## config.mk

```make
export PLATFORM = sky130hd
export DESIGN_NAME = itu_sat_cop
export DESIGN_NICKNAME = d
export VERILOG_FILES = /design/src/rtl/itu_sat_cop.sv
export SDC_FILE = /design/constraint.sdc
export NUM_CORES = 2
export LEC_CHECK = 0
export BUFFER_PORTS_ARGS = -buffer_cell sky130_fd_sc_hd__clkbuf_2
export CELL_PAD_IN_SITES_DETAIL_PLACEMENT = 1
export CELL_PAD_IN_SITES_GLOBAL_PLACEMENT = 2
export CORE_MARGIN = 1
export CORE_UTILIZATION = 39
export CTS_CLUSTER_DIAMETER = 50
export CTS_CLUSTER_SIZE = 24
export DETAILED_ROUTE_END_ITERATION = 8
export PLACE_DENSITY = 0.84
export REMOVE_ABC_BUFFERS = 1
export SYNTH_ARGS = -nofsm -noshare
export SYNTH_HDL_FRONTEND = slang
export SYNTH_SLANG_ARGS = --single-unit
```

## constraint.sdc

```tcl
create_clock -name clk -period 23.3 [get_ports clk]
set_clock_uncertainty 0.1 [all_clocks]
set_input_delay 3.495 -clock clk [delete_from_list [all_inputs] [get_ports clk]]
set_output_delay 3.495 -clock clk [all_outputs]
set_load 0.05 [all_outputs]
```

## src/rtl/itu_sat_cop.sv

```systemverilog
module itu_sat_cop #(
  parameter int NREG = 16,
  localparam int AW = $clog2(NREG)
) (
  input  logic          clk,
  input  logic          rst_n,
  input  logic          vld_i,
  input  logic [3:0]    op_i,
  input  logic [AW-1:0] dst_i,
  input  logic [AW-1:0] sa_i,
  input  logic [AW-1:0] sb_i,
  input  logic          ret_i,
  input  logic [31:0]   din_i,
  input  logic          ovf_clr_i,
  output logic          ovf_o,
  output logic          rvld_o,
  output logic [31:0]   rdata_o
);
  localparam logic [3:0] OP_MOV = 4'd0, OP_LDI = 4'd1, OP_ADD = 4'd2, OP_SUB = 4'd3,
                         OP_MUL = 4'd4, OP_MAC = 4'd5, OP_MSU = 4'd6, OP_SHL = 4'd7,
                         OP_SHR = 4'd8, OP_ABS = 4'd9, OP_NEG = 4'd10, OP_NRM = 4'd11;
  localparam logic [31:0] MAXV = 32'h7FFF_FFFF, MINV = 32'h8000_0000;

  logic [31:0] rf [NREG];

  logic          s1_vld, s1_ret, s1_ov;
  logic [3:0]    s1_op;
  logic [AW-1:0] s1_dst;
  logic [31:0]   s1_x, s1_y;

  logic [32:0] sum;
  logic        is_arith, is_sub, aov, s2_wr, s2_ov;
  logic [31:0] s2_res;

  assign is_sub   = (s1_op == OP_SUB) || (s1_op == OP_MSU);
  assign is_arith = is_sub || (s1_op == OP_ADD) || (s1_op == OP_MAC);
  assign sum      = is_sub ? ({s1_x[31], s1_x} - {s1_y[31], s1_y})
                           : ({s1_x[31], s1_x} + {s1_y[31], s1_y});
  assign aov      = is_arith && (sum[32] != sum[31]);
  assign s2_res   = aov ? (sum[32] ? MINV : MAXV) : (is_arith ? sum[31:0] : s1_x);
  assign s2_ov    = s1_vld && (s1_ov || aov);
  assign s2_wr    = s1_vld && !s1_ret;

  function automatic logic [31:0] fwd(input logic [AW-1:0] idx, input logic wr,
                                      input logic [AW-1:0] widx, input logic [31:0] wval,
                                      input logic [31:0] rval);
    return (wr && widx == idx) ? wval : rval;
  endfunction

  logic [31:0] a, b, d;
  assign a = fwd(sa_i,  s2_wr, s1_dst, s2_res, rf[sa_i]);
  assign b = fwd(sb_i,  s2_wr, s1_dst, s2_res, rf[sb_i]);
  assign d = fwd(dst_i, s2_wr, s1_dst, s2_res, rf[dst_i]);

  logic signed [31:0] prod;
  logic        mul_sat;
  logic [31:0] mul_r;
  assign prod    = $signed(a[15:0]) * $signed(b[15:0]);
  assign mul_sat = (a[15:0] == 16'h8000) && (b[15:0] == 16'h8000);
  assign mul_r   = mul_sat ? MAXV : {prod[30:0], 1'b0};

  logic [16:0] mag;
  logic        go_left, lov;
  logic [5:0]  lamt;
  logic [4:0]  ramt;
  logic [63:0] wide;
  logic [31:0] lres, rres;
  assign mag     = b[15] ? (17'd0 - {b[15], b[15:0]}) : {1'b0, b[15:0]};
  assign go_left = (op_i == OP_SHL) ^ b[15];
  assign lamt    = (mag > 17'd32) ? 6'd32 : mag[5:0];
  assign ramt    = (mag > 17'd31) ? 5'd31 : mag[4:0];
  assign wide    = {{32{a[31]}}, a} << lamt;
  assign lov     = !((&wide[63:31]) || !(|wide[63:31]));
  assign lres    = lov ? (a[31] ? MINV : MAXV) : wide[31:0];
  assign rres    = $unsigned($signed(a) >>> ramt);

  logic [31:0] nrm;
  always_comb begin
    logic stop;
    nrm  = '0;
    stop = 1'b0;
    for (int i = 30; i >= 0; i--) begin
      if (!stop && a[i] == a[31]) nrm = nrm + 32'd1;
      else stop = 1'b1;
    end
    if (a == '0) nrm = '0;
  end

  logic [31:0] x1, y1;
  logic        ov1;
  always_comb begin
    x1  = a;
    y1  = b;
    ov1 = 1'b0;
    case (op_i)
      OP_LDI: x1 = din_i;
      OP_MUL: begin x1 = mul_r; ov1 = mul_sat; end
      OP_MAC, OP_MSU: begin x1 = d; y1 = mul_r; ov1 = mul_sat; end
      OP_SHL, OP_SHR: begin x1 = go_left ? lres : rres; ov1 = go_left && lov; end
      OP_ABS: begin x1 = (a == MINV) ? MAXV : (a[31] ? 32'd0 - a : a); ov1 = (a == MINV); end
      OP_NEG: begin x1 = (a == MINV) ? MAXV : 32'd0 - a; ov1 = (a == MINV); end
      OP_NRM: x1 = nrm;
      default: ;
    endcase
  end

  always_ff @(posedge clk) begin
    if (!rst_n) begin
      s1_vld <= 1'b0;
      s1_ret <= 1'b0;
      s1_ov  <= 1'b0;
      s1_op  <= OP_MOV;
      s1_dst <= '0;
      s1_x   <= '0;
      s1_y   <= '0;
    end else begin
      s1_vld <= vld_i && (op_i <= OP_NRM);
      s1_ret <= ret_i;
      s1_ov  <= ov1;
      s1_op  <= op_i;
      s1_dst <= dst_i;
      s1_x   <= x1;
      s1_y   <= y1;
    end
  end

  always_ff @(posedge clk) begin
    if (!rst_n) begin
      for (int i = 0; i < NREG; i++) rf[i] <= '0;
      ovf_o   <= 1'b0;
      rvld_o  <= 1'b0;
      rdata_o <= '0;
    end else begin
      if (s2_wr) rf[s1_dst] <= s2_res;
      ovf_o  <= (ovf_o && !ovf_clr_i) || s2_ov;
      rvld_o <= s1_vld && s1_ret;
      if (s1_vld && s1_ret) rdata_o <= s2_res;
    end
  end


  ovf_hold_chk: assert property (@(posedge clk) disable iff (!rst_n)
    ovf_o && !ovf_clr_i |=> ovf_o);

  ovf_set_chk: assert property (@(posedge clk) disable iff (!rst_n)
    s1_vld && s1_ov |=> ovf_o);

  mul_lim_chk: assert property (@(posedge clk) disable iff (!rst_n)
    vld_i && op_i == OP_MUL && a[15:0] == 16'h8000 && b[15:0] == 16'h8000
    |=> s1_vld && s1_ov && s1_x == MAXV);

  ret_pulse_chk: assert property (@(posedge clk) disable iff (!rst_n)
    s1_vld && s1_ret |=> rvld_o);

  rsv_quiet_chk: assert property (@(posedge clk) disable iff (!rst_n)
    vld_i && op_i > OP_NRM |=> !s1_vld);

  rvld_src_chk: assert property (@(posedge clk) disable iff (!rst_n)
    !s1_vld |=> !rvld_o);
endmodule

```

-- Word-level counts from Yosys, hierarchy flattened
Memories as Yosys holds them, arrays and structs flattened.
Cells that the tools add are included.
- flip-flop bits (word level): 109
- RAM bits: 512
- bits of input ports: 53
- output and inout port bits: 34
- logic and storage cells: 280
- memories kept: 1
- add/sub/neg operators: 34
- multipliers: 1
- magnitude comparators: 3
- eq/ne operators: 51
- shift operators: 2
- multiplexer cells: 89
- bitwise operators: 1
- reductions and logical operators: 88
- memories (name ; words ; bits a word ; rd ports ; clocked after Yosys merged registers in ; write ports ; RTL line ; source):
    rf ; 16 ; 32 ; 3 ; 0 ; 16 ; 24 ; logic [31:0] rf [NREG];
- operators by type and width (kind ; count):
    $mux W32 ; 46
    $add A32 B1 Y32 const B ; 30
    $pmux W32 S7 ; 1
    $shl A64 B6 Y64 ; 1
    $logic_and A1 B1 Y1 ; 41
    $mux W1 ; 36
    $add A32 B32 Y33 ; 1
    $logic_not A1 Y1 ; 33
    $mux W33 ; 1
    $reduce_and A33 Y1 ; 1
    $reduce_or A33 Y1 ; 1
    $sub A32 B32 Y33 ; 1
    $eq A16 B16 Y1 const B ; 2
    $eq A32 B32 Y1 const B ; 1
    $logic_not A32 Y1 ; 1
    $reduce_or A32 Y1 ; 1
    $sshr A32 B5 Y32 ; 1
    $sub A1 B32 Y32 const A ; 1
    $eq A1 B1 Y1 ; 31
    $mul A16 B16 Y31 ; 1
    $eq A4 B3 Y1 const B ; 6
    $gt A17 B5 Y1 const B ; 1
    $gt A17 B6 Y1 const B ; 1
    $mux W17 ; 1
    15 further kinds ; 28

-- Longest topological paths before layout
- word-level depth: 99
- mapped depth: 123
- depth with buffers taken out: 117

-- Least setup slack after synthesis
OpenSTA, ideal clock, no wires.
- path kind: input to register
- start point: input port sa_i[2]
- end point: register s1_x[6]
- library setup time: 86 ps
- data arrival time: 25211 ps
- data required time: 23114 ps
- path slack: -2098 ps
- stages on the path: 113
- path buffers: 10
- cells stage by stage: clkbuf_1 -> xor2_1 -> nor3_1 -> and3_1 -> clkbuf_1 -> nand2_1 -> nor2_1 -> mux2i_1 -> nand3_1 -> clkbuf_1 -> buf_1 -> clkbuf_1 -> clkbuf_1 -> clkbuf_1 -> clkbuf_1 -> clkbuf_1 -> ha_1 -> nand3b_1 -> [... 77 more ...] -> ha_1 -> mux2i_1 -> mux2i_1 -> ha_1 -> mux2_2 -> ha_1 -> nand2_1 -> xnor2_1 -> and3_1 -> xor2_1 -> nor3_1 -> xor2_1 -> or4_1 -> nor2_1 -> nand2_1 -> xnor3_1 -> nand2b_1 -> a221oi_2
- longest elaborated chain between the ends: 95
- elaborated cells between the ends (all ways): 206
- those cells by class: 31 x add/sub; 1 x mul; 34 x eq/ne; 2 x shift; 71 x mux; 66 x reduce/logical; 1 x memory
- ends and longest elaborated chain (item ; RTL line ; source):
    start, declared ; 10 ; input logic [AW-1:0] sa_i,
    parallel branches: the longest is 2 deep, another holds $mem_v2 Z16 W32 ; -- ;
    $mux W32 (*) ; 47 ; return (wr && widx == idx) ? wval : rval;
    parallel branches: the longest is 91 deep, another holds $add A32 B1 Y32 ; -- ;
    $pmux W32 S7 (*) ; 95 ; case (op_i)
    end signal, assigned ; 114 ; s1_x <= '0;
    end signal, assigned ; 122 ; s1_x <= x1;
    end, declared ; 29 ; logic [31:0] s1_x, s1_y;
Every way passes the cells marked *.
A chain may end at the register's enable or synchronous reset.

-- Worst setup path in the final report
- start point: input port sa_i[0]
- end point: register s1_x[8]
Same word-level chain as after synthesis.

==> results.py <==
metrics = {
    "run_status": {
        "status": "completed",
    },
    "pwr": {
        "sequentialPowerShare": 0.165,
        "internal-power_mw": 3.68,
        "power.total_mw": 8.03,
        "p_leak_nw": 25.7,
        "switching_share": 0.542,
        "power_density_nw_per_um2": 118,
        "ir_worst_vdd_mv": 0.386,
        "switching_power_mw": 4.35,
        "power_frac_clock": 0.175,
        "p_comb_frac": 0.660,
    },
    "worst_setup_path": {
        "crit_top_cell": "ha_1",
        "startpoint": "sa_i[0]",
        "reg2reg_from": "s1_y[4]",
        "critPathSlowestCell": "mux4_2",
        "crit_fanout": 10,
        "critPathArrivalTime_ns": 22.99,
        "end_kind": "register",
        "cp.required_ns": 23.80,
        "path_class": "in -> reg",
        "slowest_delay_ns": 0.61,
        "startpoint_type": "primary input",
    },
    "cts": {
        "cts_tree": "yes",
        "insertion_delay_ns": 0.73,
        "h-tree-depth": 3,
        "clk_pin_slew_ns": 0.08,
        "postCtsHoldBufs": 0,
        "cts_sinks": 621,
        "numCtsBuffers": 83,
        "root_buffer": "clkbuf_16",
        "clockBufferDepth": 3,
    },
    "route": {
        "drtAntennaViolNets": 0,
        "avgViaCountPerCell": 6.60,
        "first_pass_iters": 5,
        "num_vias": 54300,
        "routedWlPerCell_microns": 32.7,
        "drc": 0,
        "drt-total-wl_microns": 269000,
        "drt_iter0_markers": 6659,
    },
    "yosys": {
        "ys_warn_count": 0,
        "ys_seq_area_frac": 0.295,
        "synth-adder-area-share": 0.118,
        "synth.area.mux_share": 0.206,
        "synth_seq_cells": 621,
        "synth_edf_count": 512,
        "synth_compound_area_frac": 0.136,
        "async_flop_share": 0,
        "netlist_area_sq_um": 59600,
        "avgSynthCellArea_sq_um": 9.86,
        "synth_top_family_by_area": "multiplexers",
        "synthCells": 6042,
        "ys_types": 123,
        "synthFlopType": "edfxtp_1",
        "synthXorXnorAreaFrac": 0.0341,
        "synth-simple-area-share": 0.157,
    },
    "layout": {
        "final_cell_mix": "920 x nor2_1, 544 x nand2_1, 512 x edfxtp_1",
        "fin_area_sq_um": 67800,
        "layout.nets": 6578,
        "syn_to_final_growth_pct": 13.7,
        "drive_gt1_frac": 0.232,
        "final_common_cell": "nor2_1",
        "fin_util": 0.447,
        "final_cells": 8228,
    },
    "global_route": {
        "met3_usage": 0.0767,
        "grt-busiest-layer": "met2",
        "grt_pass1_wl_microns": 390000,
        "grt_pass1_vias": 56300,
        "grtUsageMet1": 0.432,
        "track_usage": 0.347,
        "overflow": 0,
        "grt_max_degree": 72,
        "grt_util_met2": 0.554,
        "antenna_found_initial": 14,
    },
    "die": {
        "core.rowCount": 143,
        "start_util": 0.393,
        "num_io_pins": 87,
        "die_w_microns": 393,
        "core_sq_um": 152000,
        "die_area_sq_um": 154000,
        "die_y_microns": 393,
    },
    "timing": {
        "final-setup-viol-count": 0,
        "setup_slack_ns": 0.809,
        "finalSetupTns_ns": 0,
        "slew_headroom": 0.0670,
        "maxSlewViolCount": 0,
        "hold_viol": 0,
        "whs_ns": 0.391,
        "tightest_slew_ns": 1.40,
        "min_period_over_period": 0.965,
        "max_freq_ghz": 0.0445,
        "fin_crit_ns": 22.49,
    },
    "place": {
        "dp.cells": 8045,
        "place_ws_ns": -1.26,
        "io_buffers": 86,
        "dpl-instance-area_sq_um": 64100,
        "gp_congestion": 0.965,
        "hpwl_microns": 188000,
    },
    "min_path": {
        "worstHoldPathType": "reg -> reg",
        "hp-start": "rdata_o[1]",
    },
    "job": {
        "maxCapViolations": 0,
    },
}
## what timing repair did
action                     in CTS  in global routing
resized for setup              19                 85
cloned                          0                  0
buffers inserted                9                 14
pin swaps                      15                 64
setup endpoints to repair       7                  8
## layout make-up
class	instances	area, sq um
antenna	6	15.0
clock buffer	93	2190
clock inverter	62	825
fill	16900	84000
inverter	331	1240
multi-input combinational	4574	39700
sequential	621	17600
tap	2030	2540
timing repair buffer	511	3700
## metal layers
metal	up-vias	part of all wire
met2	3399	0.46
met5	-	0.00032
met3	903	0.099
met4	14	0.069
met1	27700	0.37
li1	22300	-
## power by group through the flow
stage	Sequential, mW	Clock (mW)	Combinational (mW)
CTS	1.32	1.41	5.12
finish	1.33	1.40	5.30
detailed placement	1.34	0	5.07
floorplan	1.32	0	2.72
global placement	1.34	0	4.98
global route	1.33	1.44	5.56
## cells by family after synthesis
group                      Yosys count
muxes                              621
adders and majority gates          407
and+or+nand+nor                   2103
AOI/OAI and AO/OA                 1243
DFF                                621
xor gates and xnor gates           200
buffers and inverters              847
## path summary, 6_finish.rpt
kind                            cells after the start    endpoint  slack [ns]
worst max register to register                    119     s1_x[8]        0.86
worst min register to register                      2  rdata_o[1]        0.39
worst max-delay path                              105     s1_x[8]        0.81
worst min-delay path                                2  rdata_o[1]        0.39
## state kept, by name, summed over array words and instances (netlist names)
register / flops
rf: 512
rdata_o: 32
s1_x: 32
s1_y: 32
s1_dst: 4
s1_op: 4
ovf_o: 1
rvld_o: 1
s1_ov: 1
s1_ret: 1
s1_vld: 1
## cell usage after synthesis, types with 37 or more instances
library cell  count  area [sq um]
a211oi_1         93           698
a21oi_1         285          1430
a22oi_1          38           285
a31oi_1          50           313
and2_1           67           419
and3_1           40           250
buf_1            82           308
clkbuf_1        405          1520
dfxtp_1         109          2180
edfxtp_1        512         15400
fa_1            257          5140
ha_1            146          1830
inv_1           326          1220
mux2_2           46           518
mux2i_1          93           931
mux4_2          480         10800
nand2_1         578          2170
nand2b_1         48           300
nand3_1          87           435
nand4_1          37           231
nor2_1          930          3490
nor2b_1          44           275
nor3_1          108           541
o211ai_1         58           435
o21a_1           38           285
o21ai_0         312          1560
xnor2_1         117          1020
xor2_1           60           526
## worst max-delay path: cells and delay by family
| family | cells | cell delay [ns] |
|---|---|---|
| fa+ha+maj | 27 | 7.06 |
| compound gates | 27 | 4.52 |
| simple gates | 29 | 3.51 |
| mux | 13 | 3.28 |
| buf+inv | 9 | 1.06 |
(Power assumes the default switching activity.)
